--- config.mk ---
export PLATFORM = sky130hd
export DESIGN_NAME = cfg_port_unlock
export DESIGN_NICKNAME = d
export VERILOG_FILES = /design/src/rtl/cfg_port_pkg.sv /design/src/rtl/cfg_key_match.sv /design/src/rtl/cfg_global_regs.sv /design/src/rtl/cfg_dev_bank.sv /design/src/rtl/cfg_port_unlock.sv
export SDC_FILE = /design/constraint.sdc
export NUM_CORES = 1
export LEC_CHECK = 0
export CAP_MARGIN = 30
export CORE_ASPECT_RATIO = 0.8
export CORE_MARGIN = 2
export CORE_UTILIZATION = 40
export DETAILED_ROUTE_END_ITERATION = 10
export PLACE_DENSITY = 0.67
export SLEW_MARGIN = 20
export SYNTH_ARGS = -nofsm -noshare
export SYNTH_HDL_FRONTEND = slang
export SYNTH_SLANG_ARGS = --single-unit
--- constraint.sdc ---
create_clock -name clk -period 3.5 [get_ports clk]
set_clock_uncertainty 0.15 [all_clocks]
set_input_delay 0.35 -clock clk [delete_from_list [all_inputs] [get_ports clk]]
set_output_delay 0.35 -clock clk [all_outputs]
set_load 0.01 [all_outputs]
--- src/rtl/cfg_port_pkg.sv ---
package cfg_port_pkg;
  localparam int KEY_LEN = 4;
  // Key bytes in the order they must arrive; element 0 first.
  localparam logic [KEY_LEN-1:0][7:0] ENTRY_KEY = {8'h55, 8'h55, 8'h01, 8'h87};

  localparam logic [7:0] IDX_EXIT    = 8'h02;
  localparam logic [7:0] IDX_LDN     = 8'h07;
  localparam logic [7:0] IDX_ID_HI   = 8'h20;
  localparam logic [7:0] IDX_ID_LO   = 8'h21;
  localparam logic [7:0] IDX_REV     = 8'h22;
  localparam logic [7:0] IDX_BANK_LO = 8'h30;
  localparam logic [7:0] IDX_ACT     = 8'h30;
  localparam logic [7:0] IDX_BASE_HI = 8'h60;
  localparam logic [7:0] IDX_BASE_LO = 8'h61;

  localparam int         EXIT_BIT    = 1;
  localparam logic [7:0] IDLE_BYTE   = 8'hFF;

  typedef enum logic [1:0] {
    PORT_NONE  = 2'd0,
    PORT_INDEX = 2'd1,
    PORT_DATA  = 2'd2
  } port_sel_e;
endpackage

--- src/rtl/cfg_key_match.sv ---
module cfg_key_match
  import cfg_port_pkg::*;
(
  input  logic       clk,
  input  logic       rst_n,
  input  logic       key_we,
  input  logic [7:0] key_byte,
  input  logic       lock_req,
  output logic       open
);
  localparam int STEP_W = (KEY_LEN > 1) ? $clog2(KEY_LEN) : 1;
  localparam logic [STEP_W-1:0] LAST_STEP = STEP_W'(KEY_LEN - 1);

  logic [STEP_W-1:0] step_q;
  logic              open_q;

  always_ff @(posedge clk) begin
    if (!rst_n) begin
      step_q <= '0;
      open_q <= 1'b0;
    end else if (lock_req) begin
      step_q <= '0;
      open_q <= 1'b0;
    end else if (key_we && !open_q) begin
      if (key_byte == ENTRY_KEY[step_q]) begin
        if (step_q == LAST_STEP) begin
          open_q <= 1'b1;
          step_q <= '0;
        end else begin
          step_q <= step_q + STEP_W'(1);
        end
      end else if (key_byte == ENTRY_KEY[0]) begin
        step_q <= STEP_W'(1);
      end else begin
        step_q <= '0;
      end
    end
  end

  assign open = open_q;
endmodule

--- src/rtl/cfg_global_regs.sv ---
module cfg_global_regs
  import cfg_port_pkg::*;
#(
  parameter logic [15:0] CHIP_ID  = 16'hA5C3,
  parameter logic [3:0]  CHIP_REV = 4'h3
) (
  input  logic       clk,
  input  logic       rst_n,
  input  logic       idx_we,
  input  logic       dat_we,
  input  logic [7:0] wdata,
  output logic [7:0] cur_idx,
  output logic [7:0] ldn,
  output logic       exit_req,
  output logic [7:0] rdata
);
  logic [7:0] idx_q;
  logic [7:0] ldn_q;

  assign exit_req = dat_we && (idx_q == IDX_EXIT) && wdata[EXIT_BIT];

  always_ff @(posedge clk) begin
    if (!rst_n) begin
      idx_q <= '0;
      ldn_q <= '0;
    end else begin
      if (exit_req)    idx_q <= '0;
      else if (idx_we) idx_q <= wdata;
      if (dat_we && (idx_q == IDX_LDN)) ldn_q <= wdata;
    end
  end

  always_comb begin
    unique case (idx_q)
      IDX_LDN:   rdata = ldn_q;
      IDX_ID_HI: rdata = CHIP_ID[15:8];
      IDX_ID_LO: rdata = CHIP_ID[7:0];
      IDX_REV:   rdata = {4'h0, CHIP_REV};
      default:   rdata = 8'h00;
    endcase
  end

  assign cur_idx = idx_q;
  assign ldn     = ldn_q;
endmodule

--- src/rtl/cfg_dev_bank.sv ---
module cfg_dev_bank
  import cfg_port_pkg::*;
#(
  parameter int NUM_LDN = 8
) (
  input  logic                  clk,
  input  logic                  rst_n,
  input  logic [7:0]            ldn,
  input  logic [7:0]            idx,
  input  logic                  wr_en,
  input  logic [7:0]            wdata,
  output logic                  hit,
  output logic [7:0]            rdata,
  output logic [NUM_LDN-1:0]    dev_active,
  output logic [16*NUM_LDN-1:0] dev_base
);
  localparam logic [7:0] LDN_LIMIT = 8'(NUM_LDN);

  logic ldn_ok;
  logic idx_ok;
  logic [NUM_LDN-1:0] act_q;
  logic [15:0]        base_q [NUM_LDN];

  assign ldn_ok = (ldn < LDN_LIMIT);
  assign idx_ok = (idx == IDX_ACT) || (idx == IDX_BASE_HI) || (idx == IDX_BASE_LO);
  assign hit    = ldn_ok && idx_ok;

  for (genvar g = 0; g < NUM_LDN; g++) begin : g_dev
    logic sel;
    assign sel = wr_en && hit && (ldn == 8'(g));

    always_ff @(posedge clk) begin
      if (!rst_n) begin
        act_q[g]  <= 1'b0;
        base_q[g] <= '0;
      end else if (sel) begin
        if (idx == IDX_ACT)     act_q[g]        <= wdata[0];
        if (idx == IDX_BASE_HI) base_q[g][15:8] <= wdata;
        if (idx == IDX_BASE_LO) base_q[g][7:0]  <= wdata;
      end
    end

    assign dev_active[g]         = act_q[g];
    assign dev_base[16*g +: 16]  = base_q[g];
  end

  always_comb begin
    rdata = 8'h00;
    for (int k = 0; k < NUM_LDN; k++) begin
      if (ldn == 8'(k)) begin
        if (idx == IDX_ACT)     rdata = {7'b0, act_q[k]};
        if (idx == IDX_BASE_HI) rdata = base_q[k][15:8];
        if (idx == IDX_BASE_LO) rdata = base_q[k][7:0];
      end
    end
  end
endmodule

--- src/rtl/cfg_port_unlock.sv ---
module cfg_port_unlock
  import cfg_port_pkg::*;
#(
  parameter int              ADDR_W     = 16,
  parameter logic [ADDR_W-1:0] INDEX_PORT = ADDR_W'(16'h002E),
  parameter logic [ADDR_W-1:0] DATA_PORT  = ADDR_W'(16'h002F),
  parameter logic [15:0]     CHIP_ID    = 16'hA5C3,
  parameter logic [3:0]      CHIP_REV   = 4'h3,
  parameter int              NUM_LDN    = 8
) (
  input  logic                  clk,
  input  logic                  rst_n,
  input  logic                  host_valid,
  output logic                  host_ready,
  input  logic                  host_write,
  input  logic [ADDR_W-1:0]     host_addr,
  input  logic [7:0]            host_wdata,
  output logic                  rsp_valid,
  output logic [7:0]            rsp_data,
  output logic                  cfg_open,
  output logic [7:0]            dev_num,
  output logic [7:0]            dev_index,
  output logic [7:0]            dev_wdata,
  output logic                  dev_we,
  output logic                  dev_re,
  input  logic [7:0]            dev_rdata,
  output logic [NUM_LDN-1:0]    dev_active,
  output logic [16*NUM_LDN-1:0] dev_base
);
  port_sel_e  port_sel;
  logic       accept;
  logic       open;
  logic       key_we, idx_we, dat_we, dat_re;
  logic       exit_req;
  logic [7:0] cur_idx, ldn;
  logic [7:0] glb_rdata, bank_rdata;
  logic       bank_hit;
  logic       banked_area;
  logic       to_ext;
  logic [7:0] rd_next;
  logic       rsp_valid_q;
  logic [7:0] rsp_data_q;

  always_comb begin
    if (host_addr == INDEX_PORT)     port_sel = PORT_INDEX;
    else if (host_addr == DATA_PORT) port_sel = PORT_DATA;
    else                             port_sel = PORT_NONE;
  end

  assign host_ready = !rsp_valid_q;
  assign accept     = host_valid && host_ready;

  assign key_we = accept && host_write && (port_sel == PORT_INDEX) && !open;
  assign idx_we = accept && host_write && (port_sel == PORT_INDEX) && open;
  assign dat_we = accept && host_write && (port_sel == PORT_DATA) && open;
  assign dat_re = accept && !host_write && (port_sel == PORT_DATA) && open;

  cfg_key_match u_key (
    .clk      (clk),
    .rst_n    (rst_n),
    .key_we   (key_we),
    .key_byte (host_wdata),
    .lock_req (exit_req),
    .open     (open)
  );

  cfg_global_regs #(
    .CHIP_ID  (CHIP_ID),
    .CHIP_REV (CHIP_REV)
  ) u_glb (
    .clk      (clk),
    .rst_n    (rst_n),
    .idx_we   (idx_we),
    .dat_we   (dat_we),
    .wdata    (host_wdata),
    .cur_idx  (cur_idx),
    .ldn      (ldn),
    .exit_req (exit_req),
    .rdata    (glb_rdata)
  );

  assign banked_area = (cur_idx >= IDX_BANK_LO);

  cfg_dev_bank #(
    .NUM_LDN (NUM_LDN)
  ) u_bank (
    .clk        (clk),
    .rst_n      (rst_n),
    .ldn        (ldn),
    .idx        (cur_idx),
    .wr_en      (dat_we && banked_area),
    .wdata      (host_wdata),
    .hit        (bank_hit),
    .rdata      (bank_rdata),
    .dev_active (dev_active),
    .dev_base   (dev_base)
  );

  assign to_ext = banked_area && !bank_hit;
  assign dev_we = dat_we && to_ext;
  assign dev_re = dat_re && to_ext;

  always_comb begin
    rd_next = IDLE_BYTE;
    if (open) begin
      unique case (port_sel)
        PORT_INDEX: rd_next = cur_idx;
        PORT_DATA: begin
          if (!banked_area)  rd_next = glb_rdata;
          else if (bank_hit) rd_next = bank_rdata;
          else               rd_next = dev_rdata;
        end
        default:    rd_next = IDLE_BYTE;
      endcase
    end
  end

  always_ff @(posedge clk) begin
    if (!rst_n) begin
      rsp_valid_q <= 1'b0;
      rsp_data_q  <= IDLE_BYTE;
    end else begin
      rsp_valid_q <= accept && !host_write;
      if (accept && !host_write) rsp_data_q <= rd_next;
    end
  end

  assign rsp_valid = rsp_valid_q;
  assign rsp_data  = rsp_data_q;
  assign cfg_open  = open;
  assign dev_num   = ldn;
  assign dev_index = cur_idx;
  assign dev_wdata = host_wdata;
endmodule

==> metrics.md <==
| Metric | Value |
|---|---|
| Worst Setup SP | `u_glb.ldn[3]` |
| PD cells | `approximately 380 nW/um^2` |
| Commonest cells after routing, fill and taps aside | `208 x clkdlybuf4s50_1, 129 x and2_1, 128 x edfxtp_1` |
| Unrepaired setup endpoints after global routing | `no` |
| I/O pin count | `~210` |
| Max FO, Critical Path | `10` |
| Peak VDD IR | `just over 300 uV` |
| Post-CTS sizing | `0` |
| Die Wd | `168 um` |
| Starting density of the core | `0.411` |
| Final WL | `30900 um` |
| Post-Syn Nets | `approximately 800` |
| WP data required | `3000 ps` |
| GPL Wtd Cong | `around 0.97` |
| Post-route worst setup slack | `roughly 250 ps` |
| Post-synth ARST share | `0` |
| WP data arrival | `2750 ps` |
| Gr usage total | `0.272` |
| CTS tree | `yes` |
| Initial DRC count | `~930` |
| Final setup violation count | `0` |
| Status | `finished clean` |
| CTS clk-pin slew, worst paths | `about 60 ps` |
| ANT cells | `0` |
| Root Driver | `clkbuf_16` |
| Max-cap violation count | `0` |
| Number of H-tree levels | `4` |
| Logic pwr share | `0.101` |
| Standard-cell row count | `47` |
| Seq/Total Area, Yosys | `0.533` |
| Die Area | `about 23000 um^2` |
| CP endpoint | `dev_we` |
| Post-synth EDFFs | `about 130` |
| Sw Ratio | `0.237` |
| Pre-antenna DRT Iters | `6` |
| Mapped cell area | `8560 um^2` |
| Drt wl/cell | `between 20 and 25 um` |
| # DRC | `0` |
| Internal reg-to-reg setup slack | `410 ps` |
| P_int | `between 3 and 4 mW` |
| Die height | `roughly 130 um` |
| DPL Wire Length | `around 22000 um` |
| DR vias | `between 7000 and 8000` |
| Max-slew violation count | `0` |
| Initial antenna violation count | `0` |
| Ratio of cells with drive above 1 in the final layout | `0.130` |
| Post-CTS Hold Buffers | `0` |
| Largest net degree at the start of global routing | `28` |
| Min-Delay Path Class | `flip-flop to flip-flop` |
| Post-synth top flop | `edfxtp_1` |
| Slew of the pin with the lowest slew margin | `slightly below 900 ps` |
| Endpoint type of the worst setup path | `output pin` |
| Sw Pwr | `~1.1 mW` |
| Post-synthesis instance total | `780` |
| Number of distinct library cells after synthesis | `64` |
| Number of global-route vias before repair | `just over 7000` |
| Post-DR vias/cell | `about 5.8` |
| # Post-CTS Setup Buffers | `0` |
| Leak pwr | `slightly above 4 nW` |
| Net count, final | `1056` |
| FF-to-FF End | `rsp_data[1]` |
| Number of I/O port buffers | `roughly 210` |
| FMAX | `308 MHz` |
| Mapped Avg Cell Area | `~11 um^2` |
| Post-route setup TNS | `0 ps` |
| Ys Warns | `0` |
| Clock power frac | `0.405` |
| Critical path class | `flip-flop to output pin` |
| Area growth from synthesis to layout | `37.8%` |
| Skew-Pair Late Insertion Delay | `around 430 ps` |
| Deepest clock path buffer count | `2` |
| Synth Register Bits | `between 150 and 200` |
| Place WS | `359 ps` |
| Reg2Reg Launch Point | `u_glb.ldn[3]` |
| Core area | `20800 um^2` |
| Reg power frac | `0.494` |
| Fin crit share | `0.928` |
| Total clock sinks | `~160` |
| Post-route ant nets | `0` |
| CP Launch Type | `flip-flop` |
| Fin. Hold Viols | `0` |
| Commonest non-fill, non-tap cell in the layout | `clkdlybuf4s50_1` |
| Global-route wire length before repair | `45100 um` |
| Tmin final | `between 3000 and 4000 ps` |
| CTS buffer count | `17` |
| Reg2reg path depth | `6` |
| GRT Residual Overflow | `0` |
| Worst slew margin | `0.403` |
==> kinds of logic after synthesis <==
| logic type | count (synthesis) | share of synthesized area |
|---|---|---|
| buf+inv | 68 | 0.0348 |
| compound gates | 112 | 0.0830 |
| simple gates | 355 | 0.247 |
| fa+ha+maj | 3 | 0.00438 |
| xor+xnor | 2 | 0.00205 |
| flops | 164 | 0.533 |
| mux | 76 | 0.0956 |
==> sequential cells by signal, summed over array words and instances (netlist names) <==
signal,cells
rsp_data,8
rsp_valid,1
u_bank.base_q,128
u_bank.dev_active,8
u_glb.cur_idx,8
u_glb.ldn,8
u_key.open,1
u_key.step_q,2
==> cell usage after synthesis, drive strengths merged (2+ instances only) <==
cell type  number  share of area
nor4           19          0.020
a22oi           2         0.0018
buf            21          0.014
o21a            3         0.0026
mux4            4          0.011
or4             4         0.0035
clkbuf         38          0.017
or2             4         0.0029
a211oi          6         0.0053
o22ai           9         0.0066
nand4          14          0.014
o22a            2         0.0020
o211ai          3         0.0026
xnor2           2         0.0020
dfxtp          36          0.084
nand3          24          0.014
nor3           25          0.016
mux2i          66          0.077
a2bb2oi         3         0.0031
nor4b           6         0.0076
nor2           56          0.032
ha              3         0.0044
nand4b          3         0.0031
a2111oi         3         0.0031
a31oi           5         0.0037
mux2            6         0.0079
o32a            2         0.0023
and3            3         0.0022
nand2          47          0.021
a21oi          25          0.015
nand2b          7         0.0051
a21boi          2         0.0018
inv             9         0.0039
or3             4         0.0029
o32ai           2         0.0020
o31ai           4         0.0035
nor2b           4         0.0029
edfxtp        128           0.45
o21ai          33          0.019
and2          129          0.094
==> through the flow <==
stage | cell area, um^2 | hold WS (ps) | instances | power, mW | utilization
2_1_floorplan | 8560 | 320 | 780 | 2.41 | -
3_3_place_gp | 11200 | 310 | 1267 | 2.73 | 0.540
3_5_place_dp | 11200 | 320 | 1267 | 2.73 | 0.540
4_1_cts | 11800 | 328 | 1297 | 4.54 | 0.567
5_1_grt | 11800 | 353 | 1297 | 4.64 | 0.567
6_report | 11800 | 333 | 1297 | 4.53 | 0.567
==> final cells by class <==
type,instances,area [um^2]
multi-input cells,548,3700
fillers,1805,9010
well taps,269,337
clock buffers,18,429
repair buffers,277,2600
clock inverters,12,134
inverters,9,33.8
flip-flops and latches,164,4570
==> worst min-delay path by stage <==
stage | cells after the start | end | start
after floorplan | 2 | u_key.step_q[1] | u_key.step_q[1]
after global placement | 2 | rsp_data[2] | rsp_data[2]
after detailed placement | 2 | u_bank.dev_active[6] | u_bank.dev_active[6]
after CTS | 2 | u_bank.dev_active[6] | u_bank.dev_active[6]
after global routing | 2 | u_bank.dev_active[6] | u_bank.dev_active[6]
final | 2 | u_bank.dev_active[6] | u_bank.dev_active[6]
==> power groups by stage <==
stage / Sequential [mW] / Combinational [mW] / Clock [mW]
final: 2.24 / 0.456 / 1.84
after global routing: 2.25 / 0.479 / 1.91
after CTS: 2.24 / 0.456 / 1.84
after detailed placement: 2.28 / 0.453 / 0
after global placement: 2.28 / 0.452 / 0
after floorplan: 2.30 / 0.110 / 0
==> critical path, cell delays in order (launching register included) <==
cell             delay (ps)
dfxtp_1                 390
nor4_4                  630
nand4_4                 230
nor2_2                  440
nor3_1                  120
clkdlybuf4s50_1         510
==> routing by layer <==
metal | up-vias | global-route usage | part of all wire
li1 | 3330 | - | -
met1 | 3600 | 0.395 | 0.44
met4 | 0 | 0.0937 | 0.027
met2 | 479 | 0.401 | 0.43
met3 | 56 | 0.0618 | 0.10
met5 | - | 0 | 0
Note: power is estimated with default switching activity, not from simulation.
